**src/rtl/isa_cf_iodecode.sv**
```systemverilog
module isa_cf_iodecode #(
  parameter logic [4:0] BASE_SEL   = 5'b11000,
  parameter logic [3:0] ID_OFFSET  = 4'h9,
  parameter logic [7:0] ID_VALUE   = 8'h5C,
  parameter int         SETTLE_CYC = 2
) (
  input  logic       clk,
  input  logic       rst_n,
  input  logic [9:0] isa_addr,
  input  logic       isa_aen,
  input  logic       isa_ior_n,
  input  logic       isa_iow_n,
  input  logic [7:0] isa_dq_i,
  output logic [7:0] isa_dq_o,
  output logic       isa_dq_oe,
  input  logic [7:0] ide_dq_i,
  output logic [7:0] ide_dq_o,
  output logic       ide_dq_oe,
  output logic       ide_cs0_n,
  output logic       ide_cs1_n,
  output logic [2:0] ide_da,
  output logic       ide_dior_n,
  output logic       ide_diow_n
);

  localparam int CW = (SETTLE_CYC < 1) ? 1 : $clog2(SETTLE_CYC + 1);
  localparam logic [CW-1:0] CMAX = CW'(SETTLE_CYC);
  localparam int SW = 8;
  localparam int S_ID = 7;
  localparam int S_RD = 6;
  localparam int S_WR = 5;
  localparam int S_C1 = 4;
  localparam int S_C0 = 3;

  logic          win, grp_wr, id_hit, ide_hit;
  logic [SW-1:0] sel_d, sel_q;
  logic [CW-1:0] hold_cnt;
  logic          same, settled;
  logic          rd_q, wr_q, idrd_q;

  assign win     = !isa_aen && (isa_addr[9:5] == BASE_SEL);
  assign grp_wr  = isa_addr[4];
  assign id_hit  = win && !grp_wr && (isa_addr[3:0] == ID_OFFSET);
  assign ide_hit = win && !id_hit;

  assign sel_d = {id_hit,
                  ide_hit && !grp_wr,
                  ide_hit && grp_wr,
                  ide_hit && (isa_addr[0] != grp_wr),
                  ide_hit && (isa_addr[0] == grp_wr),
                  isa_addr[3:1]};

  assign same    = (sel_d == sel_q);
  assign settled = (hold_cnt == CMAX) && same;

  always_ff @(posedge clk or negedge rst_n) begin
    if (!rst_n) begin
      sel_q    <= '0;
      hold_cnt <= '0;
      rd_q     <= 1'b0;
      wr_q     <= 1'b0;
      idrd_q   <= 1'b0;
    end else begin
      sel_q    <= sel_d;
      hold_cnt <= !same ? '0 : (hold_cnt == CMAX ? hold_cnt : hold_cnt + 1'b1);
      rd_q     <= settled && sel_q[S_RD] && !isa_ior_n;
      wr_q     <= settled && sel_q[S_WR] && !isa_iow_n;
      idrd_q   <= settled && sel_q[S_ID] && !isa_ior_n;
    end
  end

  assign ide_cs0_n  = !sel_q[S_C0];
  assign ide_cs1_n  = !sel_q[S_C1];
  assign ide_da     = sel_q[2:0];
  assign ide_dior_n = !rd_q;
  assign ide_diow_n = !wr_q;

  assign isa_dq_oe  = rd_q || idrd_q;
  assign isa_dq_o   = idrd_q ? ID_VALUE : ide_dq_i;
  assign ide_dq_oe  = wr_q;
  assign ide_dq_o   = isa_dq_i;

endmodule

```
**config.mk**
```make
export PLATFORM = sky130hd
export DESIGN_NAME = isa_cf_iodecode
export DESIGN_NICKNAME = d
export VERILOG_FILES = /design/src/rtl/isa_cf_iodecode.sv
export SDC_FILE = /design/constraint.sdc
export NUM_CORES = 1
export LEC_CHECK = 0
export BUFFER_PORTS_ARGS = -buffer_cell sky130_fd_sc_hd__clkbuf_2
export CORE_ASPECT_RATIO = 0.8
export CORE_MARGIN = 5
export CORE_UTILIZATION = 30
export CTS_CLUSTER_DIAMETER = 80
export DETAILED_ROUTE_END_ITERATION = 10
export GPL_ROUTABILITY_DRIVEN = 0
export PLACE_DENSITY_LB_ADDON = 0.2
export REMOVE_ABC_BUFFERS = 1
export SYNTH_ARGS = -nofsm -noshare
export SYNTH_HDL_FRONTEND = slang
export SYNTH_SLANG_ARGS = --single-unit
```
**constraint.sdc**
```tcl
create_clock -name clk -period 3.6 [get_ports clk]
set_clock_uncertainty 0.05 [all_clocks]
set_input_delay 0.18 -clock clk [delete_from_list [all_inputs] [get_ports clk]]
set_output_delay 0.18 -clock clk [all_outputs]
set_load 0.005 [all_outputs]
```
==> run summary, run 1 <==
Status - completed
Number of diodes - 0
DP HPWL - 1496 microns
Static leakage - 0.4991 nW
Most common cell after layout, fill and taps aside - clkbuf_2
RSZ-0062 raised after global routing - no
I/O Buffers - 39
Pre-antenna DRT Iters - 4
Syn avg cell area - 9.622 sq um
Max_cap viols - 0
Initial Util - 0.3204
Final max-slew violation count - 0
Drt via density - 4.609
Setup WS post-layout - 1.675 ns
CP max FO - 5
Setup bufs post-CTS - 0
Syn Inst Count - 84
Pwr Density - 281.4 nW/um^2
Seq pwr share - 0.520
Comb pwr share - 0.166
R2r endpoint - idrd_q
Area of the multi-input gates - 377.9 sq um
Setup Crit Path Kind - in -> reg
Fillers - 268
Number of global-route vias before repair - 762
Power Total - 0.0002905 W
Post-cts sizing count - 0
CP Capture Type - register
Die W - 68.03 microns
CTS tree - built
R2R Path Start - sel_q[4]
Max clock buf depth - 2
Internal Power - 0.0002174 W
Hold_sp - isa_addr[3]
Most frequent cells in the layout - 39 x clkbuf_2, 13 x dfrtp_1, 7 x nor3_1
Post-layout min period - 1.925 ns
Total Wirelength - 1899 microns
CTS root buf - clkbuf_4
Setup-failing EPs final - 0
Grt total ovfl - 0
Yosys cell types - 26
Reg2reg path depth - 5
Pre-CTS WS - 1.849 ns
Flop-to-flop setup slack - 1.90 ns
Fmax - 519.5 MHz
Number of synthesized register bits - 13
Top Ports - 56
DRT antenna net count - 0
P_sw - 0.00007313 W
Area growth, synth to finish - 27.71%
Wire length per cell - 12.17 microns
Crit share post-route - 0.5347
Warnings, synthesis - 0
Tightest Pin Transition - 0.5000 ns
DR vias - 719
Switching part of the total - 0.2518
Hold WC Path Type - in -> reg
Seq. cell area - 325.3 sq um
Die H - 56.43 microns
DRC errors left - 0
CTS sink count - 13
Die area - 3839 sq um
Row Count - 16
Clock network fraction of total power - 0.314
Final TNS setup - 0 ns
VDD IR max - 0.1228 mV
Hold Fails Final Rpt - 0
Slew Limit Headroom - 0.6580
First-pass GRT wire length - 3111 microns
Crit path DAT - 2.07 ns
Hold Crit Depth - 1
Core ar. - 2522 sq um
Seq/Total Area, Yosys - 0.4025
Largest net degree at the start of global routing - 14
Skew-Pair Late Insertion Delay - 0.27 ns
Critical path required time - 3.74 ns
Final net count - 153
Number of CTS-inserted buffers - 3
Initial DRC Count - 8
CTS clk-pin slew, worst paths - 0.08 ns
Worst setup SP type - input port
Antenna violations before repair - 0
H-tree levels - 1
Hold Crit Endpoint - sel_q[2]
GRT Total Usage - 0.1047
Layout cell share with drive strength beyond 1 - 0.4333
Synthesized area - 808.3 sq um
-- sequential cells by signal, indices dropped and copies added, names as in the netlist --
name,cells
sel_q,8
idrd_q,1
rd_q,1
ide_dq_oe,1
hold_cnt,2
-- power by group through the flow --
stage / combinational (W) / sequential, W / clock, W
floorplan: 0.0000184 / 0.000154 / 0
global placement: 0.0000449 / 0.000154 / 0
detailed placement: 0.0000454 / 0.000154 / 0
CTS: 0.0000489 / 0.000151 / 0.0000961
global route: 0.0000547 / 0.000152 / 0.000102
finish: 0.0000481 / 0.000151 / 0.0000912
-- metrics by stage --
| stage | instances | area, sq um | util | hold WS [ns] |
|---|---|---|---|---|
| detailed placement | 148 | 965.9 | 0.3829 | 0.04835 |
| global placement | 148 | 965.9 | 0.3829 | 0.04656 |
| floorplan | 73 | 725.7 | - | -0.1656 |
| global route | 156 | 1032 | 0.4092 | 0.004754 |
| CTS | 156 | 1032 | 0.4092 | 0.002675 |
| finish | 156 | 1032 | 0.4092 | 0.01603 |
-- worst max-delay path by stage --
stage / startpoint / endpoint / cells after the start
after detailed placement: isa_addr[6] / idrd_q / 6
after CTS: isa_addr[2] / idrd_q / 7
after global placement: isa_addr[6] / ide_dq_oe / 6
final: isa_addr[1] / idrd_q / 7
after global routing: isa_addr[2] / rd_q / 7
after floorplan: sel_q[4] / ide_dq_oe / 5
-- routing by layer --
metal / wire length, microns / share of wire / vias up / global-route usage
met3: 250 / 0.13 / 5 / 0.04391
met1: 718 / 0.38 / 316 / 0.1123
li1: - / - / 352 / -
met4: 42 / 0.022 / 0 / 0.05666
met2: 888 / 0.47 / 46 / 0.1703
met5: 0 / 0 / - / 0
-- worst max-delay path, stage by stage --
cell	delay, ns
dlygate4sd3_1	0.55
clkbuf_2	0.14
and4bb_1	0.31
nand3b_1	0.11
a2111oi_2	0.40
o32ai_2	0.19
nor3_1	0.20
-- synthesized netlist by cell type --
| library cell | count | share of area |
|---|---|---|
| xor2_1 | 4 | 0.043 |
| a2111oi_2 | 1 | 0.019 |
| or3b_1 | 1 | 0.011 |
| or3b_2 | 1 | 0.011 |
| buf_4 | 11 | 0.10 |
| nor4_1 | 1 | 0.0077 |
| nand2_1 | 4 | 0.019 |
| nand3b_1 | 4 | 0.037 |
| o2111a_1 | 1 | 0.014 |
| o32ai_2 | 1 | 0.020 |
| inv_1 | 6 | 0.028 |
| nor4b_2 | 1 | 0.019 |
| dfrtp_1 | 13 | 0.40 |
| nor2_1 | 6 | 0.028 |
| nor2b_1 | 6 | 0.046 |
| or2_2 | 5 | 0.039 |
| and4_1 | 1 | 0.011 |
| o211ai_1 | 1 | 0.0093 |
| nand2_2 | 1 | 0.0077 |
| a21oi_1 | 3 | 0.019 |
| and4bb_1 | 1 | 0.015 |
| nor3_1 | 7 | 0.043 |
| a211oi_1 | 1 | 0.0093 |
| nand4bb_1 | 1 | 0.014 |
| ha_1 | 1 | 0.015 |
| a2111oi_0 | 1 | 0.011 |
-- layout make-up --
class / instances / area share
Inverter: 6 / 0.02182
Multi-Input combinational cell: 54 / 0.3661
Timing Repair Buffer: 43 / 0.2279
Clock buffer: 4 / 0.02545
Tap cell: 36 / 0.04364
Sequential cell: 13 / 0.3152
-- what timing repair did --
item                                    CTS  global route
endpoints found under the setup margin    0             0
hold buffers                              4             0
hold endpoints to repair                 16             0
-- logic make-up after synthesis --
kind of cell,count (synthesis),synth area share
and+or+nand+nor,40,0.3081
buffers and inverters,17,0.1300
adders and majority gates,1,0.01548
DFF,13,0.4025
xor gates and xnor gates,4,0.04334
AOI/OAI and AO/OA,9,0.1006
Note: power is estimated with default switching activity, not from simulation.
==> run 2: changes to the inputs <==
==> constraint.sdc (replaced) <==
create_clock -name clk -period 1.7 [get_ports clk]
set_clock_uncertainty 0.05 [all_clocks]
set_input_delay 0.085 -clock clk [delete_from_list [all_inputs] [get_ports clk]]
set_output_delay 0.085 -clock clk [all_outputs]
set_load 0.005 [all_outputs]
==> run 2 against run 1 <==
Against the previous run: sequential share of layout area fell by 1.3 points; critical path type is now reg -> reg; final cell count rose by 2.6%; highest routed layer unchanged; first-iteration DRC count fell by 38%; via count increased by 5.8%; worst setup slack got worse by 1.6 ns; sequential power grew 110%; register-to-register slack got worse by 1.8 ns; hold slack better by 0.050 ns; combinational power is 120% higher.
==> run summary, run 2 (same netlist as run 1, synthesis figures left out) <==
H-tree levels - 1 (unchanged)
Crit path DAT - 1.79 ns (-0.28 ns)
Antenna violations before repair - 0 (unchanged)
Die area - 3839 sq um (unchanged)
Slowest stage cell, crit path - dfrtp_1
DR vias - 761 (+5.8%)
GRT Total Usage - 0.1033 (-0.001343)
Drt via density - 4.756 (+3.2%)
Hold Fails Final Rpt - 0 (unchanged)
Largest regs - sel_q x8, hold_cnt x2
Final max-slew violation count - 0 (unchanged)
Wire length per cell - 11.74 microns (-3.6%)
I/O Buffers - 39 (unchanged)
Fin util - 0.4271 (+0.01786)
Most frequent cells in the layout - 39 x clkbuf_2, 13 x dfrtp_1
Fin cells - 160 (+2.6%)
CTS sink count - 13 (unchanged)
CTS root buf - clkbuf_4
Row Count - 16 (unchanged)
Inst Count DP - 150 (+1.4%)
CP peak stage delay - 0.41 ns (-0.14 ns)
Die H - 56.43 microns (unchanged)
Worst setup path endpoint - ide_dq_oe
Number of diodes - 0 (unchanged)
DRT antenna net count - 0 (unchanged)
Clock network fraction of total power - 0.306 (-0.008)
VDD IR max - 0.2222 mV (+81%)
Status - completed
Reg with most FFs - sel_q
Max reg flops - 8 (unchanged)
R2r endpoint - ide_dq_oe
Post-place instance area - 980.9 sq um (+1.6%)
Layout cell share with drive strength beyond 1 - 0.4516 (+0.01828)
Final TNS setup - 0 ns (unchanged)
Internal Power - 0.0004643 W (+110%)
DP HPWL - 1508 microns (+0.83%)
P_sw - 0.0001515 W (+110%)
Crit-path cells - or3b_1 -> a211oi_2 -> o2111a_1 -> o32ai_2 -> nor3_2
Static leakage - 0.5183 nW (+3.8%)
Top Ports - 56 (unchanged)
Crit share post-route - 0.9668
Most common cell after layout, fill and taps aside - clkbuf_2
Core ar. - 2522 sq um (unchanged)
Seq pwr share - 0.520 (about the same)
Reg2reg path depth - 5 (unchanged)
Worst setup SP type - register
Final net count - 157 (+2.6%)
Critical path required time - 1.85 ns (-1.89 ns)
Setup Crit Path Kind - reg -> reg
Setup-failing EPs final - 0 (unchanged)
DRC errors left - 0 (unchanged)
Max clock buf depth - 2 (unchanged)
Area growth, synth to finish - 33.28%
Switching part of the total - 0.2460 (-0.005761)
Hold WC Path Type - in -> reg
Initial Util - 0.3204 (unchanged)
CP Capture Type - register
Slew Limit Headroom - 0.6783 (+0.02028)
Number of global-route vias before repair - 752 (-1.3%)
Fmax - 608.5 MHz
Design Area, Final - 1077 sq um (+4.4%)
Flop-to-flop setup slack - 0.06 ns (-1.84 ns)
Skew-Pair Late Insertion Delay - 0.27 ns (about the same)
CP max FO - 5 (unchanged)
Grt total ovfl - 0 (unchanged)
CP Launch Point - sel_q[4]
Post-layout min period - 1.643 ns
Die W - 68.03 microns (unchanged)
Number of CTS-inserted buffers - 3 (unchanged)
RSZ-0062 raised after global routing - yes
Hold_sp - isa_addr[4]
Comb pwr share - 0.174 (+0.008)
CTS tree - built
R2R Path Start - sel_q[4]
Setup bufs post-CTS - 0 (unchanged)
Max_cap viols - 0 (unchanged)
Pwr Density - 571.6 nW/um^2 (+100%)
Largest net degree at the start of global routing - 14 (unchanged)
Pre-antenna DRT Iters - 4 (unchanged)
Initial DRC Count - 5 (-3)
Tightest Pin Transition - 0.4704 ns (-0.02966 ns)
Total Wirelength - 1878 microns (-1.1%)
First-pass GRT wire length - 3063 microns (-1.5%)
CTS clk-pin slew, worst paths - 0.08 ns (about the same)
-- run 2: cell count changes in the layout (fill, tap and decap cells not counted), sizes merged --
cell and change:
buf +2, dlygate4sd3 +2
-- run 2: through the flow --
step	setup WS (ns)	total power, W	hold WS (ns)
finish	0.05652	0.0006158	0.06587
global route	-0.04374	0.0006548	0.08356
CTS	0.01160	0.0006247	0.05441
detailed placement	0.03467	0.0004239	-0.04922
global placement	0.06123	0.0004223	-0.05442
floorplan	0.1360	0.0003653	-0.2606
-- run 2: layer usage --
layer	vias to the layer above	track usage	wire length, microns
met3	5	0.04391	221
met2	46	0.1703	856
met5	-	0	0
li1	365	-	-
met4	0	0.05099	36
met1	345	0.1107	764
-- run 2: cell type report --
cell class              count  area (sq um)
repair buffers             47         270.3
multi-input cells          54         387.9
flip-flops and latches     13         325.3
clock buffers               4         26.28
well taps                  36         45.04
fillers                   254          1445
inverters                   6         22.52
-- run 2: worst min-delay path by stage --
stage	slack, ns	depth (start not counted)	end
after CTS	0.05	2	sel_q[7]
after detailed placement	-0.05	1	sel_q[1]
final	0.07	2	sel_q[6]
after global placement	-0.05	1	sel_q[1]
after global routing	0.08	2	sel_q[6]
after floorplan	-0.26	0	hold_cnt[0]
-- run 2: power groups by stage --
stage	sequential, W	combinational, W	clock (W)
2_1_floorplan	0.000326	0.0000390	0
3_3_place_gp	0.000326	0.0000961	0
3_5_place_dp	0.000326	0.0000975	0
4_1_cts	0.000320	0.000108	0.000196
5_1_grt	0.000321	0.000122	0.000212
6_report	0.000320	0.000107	0.000188
-- run 2: critical path, delay by kind of cell (launching register included) --
family          cells  cell delay (ns)
compound gates      3             0.57
simple gates        2             0.54
flops               1             0.41
-- run 2: timing repair --
item / 4_1_cts / 5_1_grt
endpoints found under the setup margin: 0 / 5
resized for setup: 0 / 2
hold endpoints to repair: 19 / 0
hold buffers: 6 / 0
==> run 3: changes to the inputs <==
--- a/config.mk
+++ b/config.mk
@@ -5,6 +5,7 @@
 export SDC_FILE = /design/constraint.sdc
 export NUM_CORES = 1
 export LEC_CHECK = 0
+export ABC_AREA = 1
 export BUFFER_PORTS_ARGS = -buffer_cell sky130_fd_sc_hd__clkbuf_2
 export CORE_ASPECT_RATIO = 0.8
 export CORE_MARGIN = 5
==> run 3 against run 2 <==
Against the previous run: sequential cell count is the same; global-route usage is 0.68 points lower; area after synthesis grew 12%; non-clock buffer count decreased by 4; clock power increased by 47%; hold slack got worse by 0.044 ns; die area is 9.8% higher; synthesized cell count grew 33%; critical path type is now in -> reg; core utilization is 2.5 points lower.
==> run summary, run 3 <==
Status - completed
Area growth, synth to finish - 25.90%
Final max-slew violation count - 0 (unchanged)
CTS root buf - clkbuf_8
Post-cts sizing count - 0 (unchanged)
Hold WC Path Type - in -> reg
Post-layout min period - 1.510 ns (-0.1332 ns)
Setup-failing EPs final - 0 (unchanged)
First-pass GRT wire length - 3236 microns (+5.6%)
Syn Inst Count - 112 (+33%)
DRT antenna net count - 0 (unchanged)
Initial DRC Count - 8 (+3)
DRC errors left - 0 (unchanged)
Met1 Use GR - 0.1084 (-0.002321)
Crit path DAT - 1.63 ns (-0.16 ns)
Number of global-route vias before repair - 749 (-0.40%)
CTS clk-pin slew, worst paths - 0.05 ns (-0.03 ns)
Top Ports - 56 (unchanged)
CP peak stage delay - 0.53 ns (+0.12 ns)
Largest net degree at the start of global routing - 14 (unchanged)
DR vias - 743 (-2.4%)
Static leakage - 0.6407 nW (+24%)
Worst setup SP type - input port
Number of CTS-inserted buffers - 3 (unchanged)
Pwr Density - 630.0 nW/um^2 (+10%)
Max reg flops - 8 (unchanged)
CP max FO - 7 (+2)
Total Wirelength - 1928 microns (+2.7%)
GRT busiest layer - met2
Synth top area share - 0.3601 (-0.04237)
Wire length per cell - 10.42 microns (-11%)
Fmax - 662.1 MHz (+8.8%)
H-tree levels - 1 (unchanged)
Die W - 71.35 microns (+4.9%)
Design Area, Final - 1137 sq um (+5.6%)
Crit share post-route - 0.8884 (-0.07834)
Core ar. - 2829 sq um (+12%)
Hold Fails Final Rpt - 0 (unchanged)
Yosys cell types - 25 (-3.8%)
Largest regs - sel_q x8, hold_cnt x2
RSZ-0062 raised after global routing - no
Final net count - 180 (+15%)
CP bufs+invs - 2 (+2)
Setup bufs post-CTS - 0 (unchanged)
Largest cells by area after synthesis - dfrtp_1 36%, buf_4 9.1%, inv_1 8.3%
Seq/Total Area, Yosys - 0.3601 (-0.04237)
Antenna violations before repair - 0 (unchanged)
Syn avg cell area - 8.066 sq um (-16%)
Hold Crit Depth - 3 (+1)
Most common cell after layout, fill and taps aside - clkbuf_2
Die H - 59.08 microns (+4.7%)
CP top delay family - simple AND/OR/NAND/NOR gates
Drt via density - 4.016 (-16%)
WP depth - 9 (+4)
Post-synth top area cell - dfrtp_1
Most frequent cells in the layout - 39 x clkbuf_2, 20 x inv_1, 16 x nand2_1
GRT met2 Usage - 0.1531 (-0.01719)
Max clock buf depth - 2 (unchanged)
Slowest stage cell, crit path - dlygate4sd3_1
Critical path required time - 1.82 ns (-0.03 ns)
CTS sink count - 13 (unchanged)
Power Total - 0.0007165 W (+16%)
Warnings, synthesis - 0 (unchanged)
Pre-antenna DRT Iters - 2 (-2)
Flop-to-flop setup slack - 0.38 ns (+0.32 ns)
DP HPWL - 1602 microns (+6.2%)
VDD IR max - 0.3390 mV (+53%)
Async S/R FF share, synth - 1.000 (unchanged)
Row Count - 17 (+1)
Number of synthesized register bits - 13 (unchanged)
Slew Limit Headroom - 0.7689 (+0.09059)
Max_cap viols - 0 (unchanged)
Final TNS setup - 0 ns (unchanged)
Reg with most FFs - sel_q
Reg2reg path depth - 7 (+2)
I/O Buffers - 39 (unchanged)
CTS tree - built
Setup Crit Path Kind - in -> reg
Skew-Pair Late Insertion Delay - 0.24 ns (-0.03 ns)
Crit-path cells - dlygate4sd3_1 -> clkbuf_2 -> nor2_4 -> nand3_4 -> o21ai_2 -> nand3_1 -> nor2_2 -> nand4_2 -> nor2_1
Grt total ovfl - 0 (unchanged)
Most instantiated cells after synthesis - 20 x inv_1, 16 x nand2_1, 13 x dfrtp_1
Synthesized area - 903.4 sq um (+12%)
Count leader, synth - inv_1
Number of diodes - 0 (unchanged)
M3 GR Usage - 0.05763 (+0.01371)
EDFF count, synth - 0 (unchanged)
CP Capture Type - register
Initial Util - 0.3193 (-0.001109)
Layout cell share with drive strength beyond 1 - 0.4490 (-0.002633)
Post-place instance area - 1052 sq um (+7.3%)
Tightest Pin Transition - 0.3467 ns (-0.1237 ns)
Die area - 4215 sq um (+9.8%)
GRT Total Usage - 0.09655 (-0.006768)
Synth Flop Type - dfrtp_1
## run 3: final cells by class
type,instances,area [sq um]
Fill cell,292,1692
Inverter,24,90.09
Multi-Input combinational cell,63,394.1
Timing Repair Buffer,43,235.2
Clock buffer,4,45.04
Sequential cell,13,325.3
Tap cell,38,47.55
## run 3: power by group
part,internal (W),total [W],switching (W),leakage [nW]
combinational,0.0000576,0.000119,0.0000612,0.444
sequential,0.000316,0.000321,0.00000424,0.174
clock,0.000166,0.000277,0.000111,0.0228
total,0.000540,0.000717,0.000177,0.641
## run 3: final timing paths
check,from,to
worst min register to register,sel_q[6],rd_q
worst min-delay path,isa_iow_n,ide_dq_oe
worst max register to register,sel_q[0],rd_q
max in group asynchronous,rst_n,rd_q
worst max-delay path,isa_addr[1],rd_q
min in group asynchronous,rst_n,sel_q[0]
## run 3: per-stage QoR
| step | instances | utilization | worst slack (ns) | hold slack, ns |
|---|---|---|---|---|
| floorplan | 100 | - | 0.5265 | -0.2606 |
| global placement | 177 | 0.3720 | 0.3626 | -0.04197 |
| detailed placement | 177 | 0.3720 | 0.3490 | -0.04107 |
| CTS | 185 | 0.4020 | 0.1523 | 0.01482 |
| global route | 185 | 0.4020 | 0.005744 | 0.03160 |
| finish | 185 | 0.4020 | 0.1897 | 0.02208 |
## run 3: cell families after synthesis
logic type	after synthesis	share of synthesized area
simple gates	52	0.3380
buf+inv	36	0.2036
flops	13	0.3601
xor+xnor	6	0.05818
compound gates	4	0.02631
fa+ha+maj	1	0.01385
## run 3: worst min-delay path: stages
cell and delay [ns]:
clkbuf_2 0.07, or2_2 0.09, nor2_1 0.03
## run 3: what timing repair did
action / CTS / global route
hold buffers: 4 / 0
setup endpoints to repair: 0 / 0
hold endpoints to repair: 16 / 0
## run 3: routing by layer
| metal | vias to the layer above | wire length [microns] |
|---|---|---|
| met2 | 43 | 861 |
| met1 | 305 | 794 |
| met5 | - | 0 |
| li1 | 391 | - |
| met4 | 0 | 14 |
| met3 | 4 | 257 |
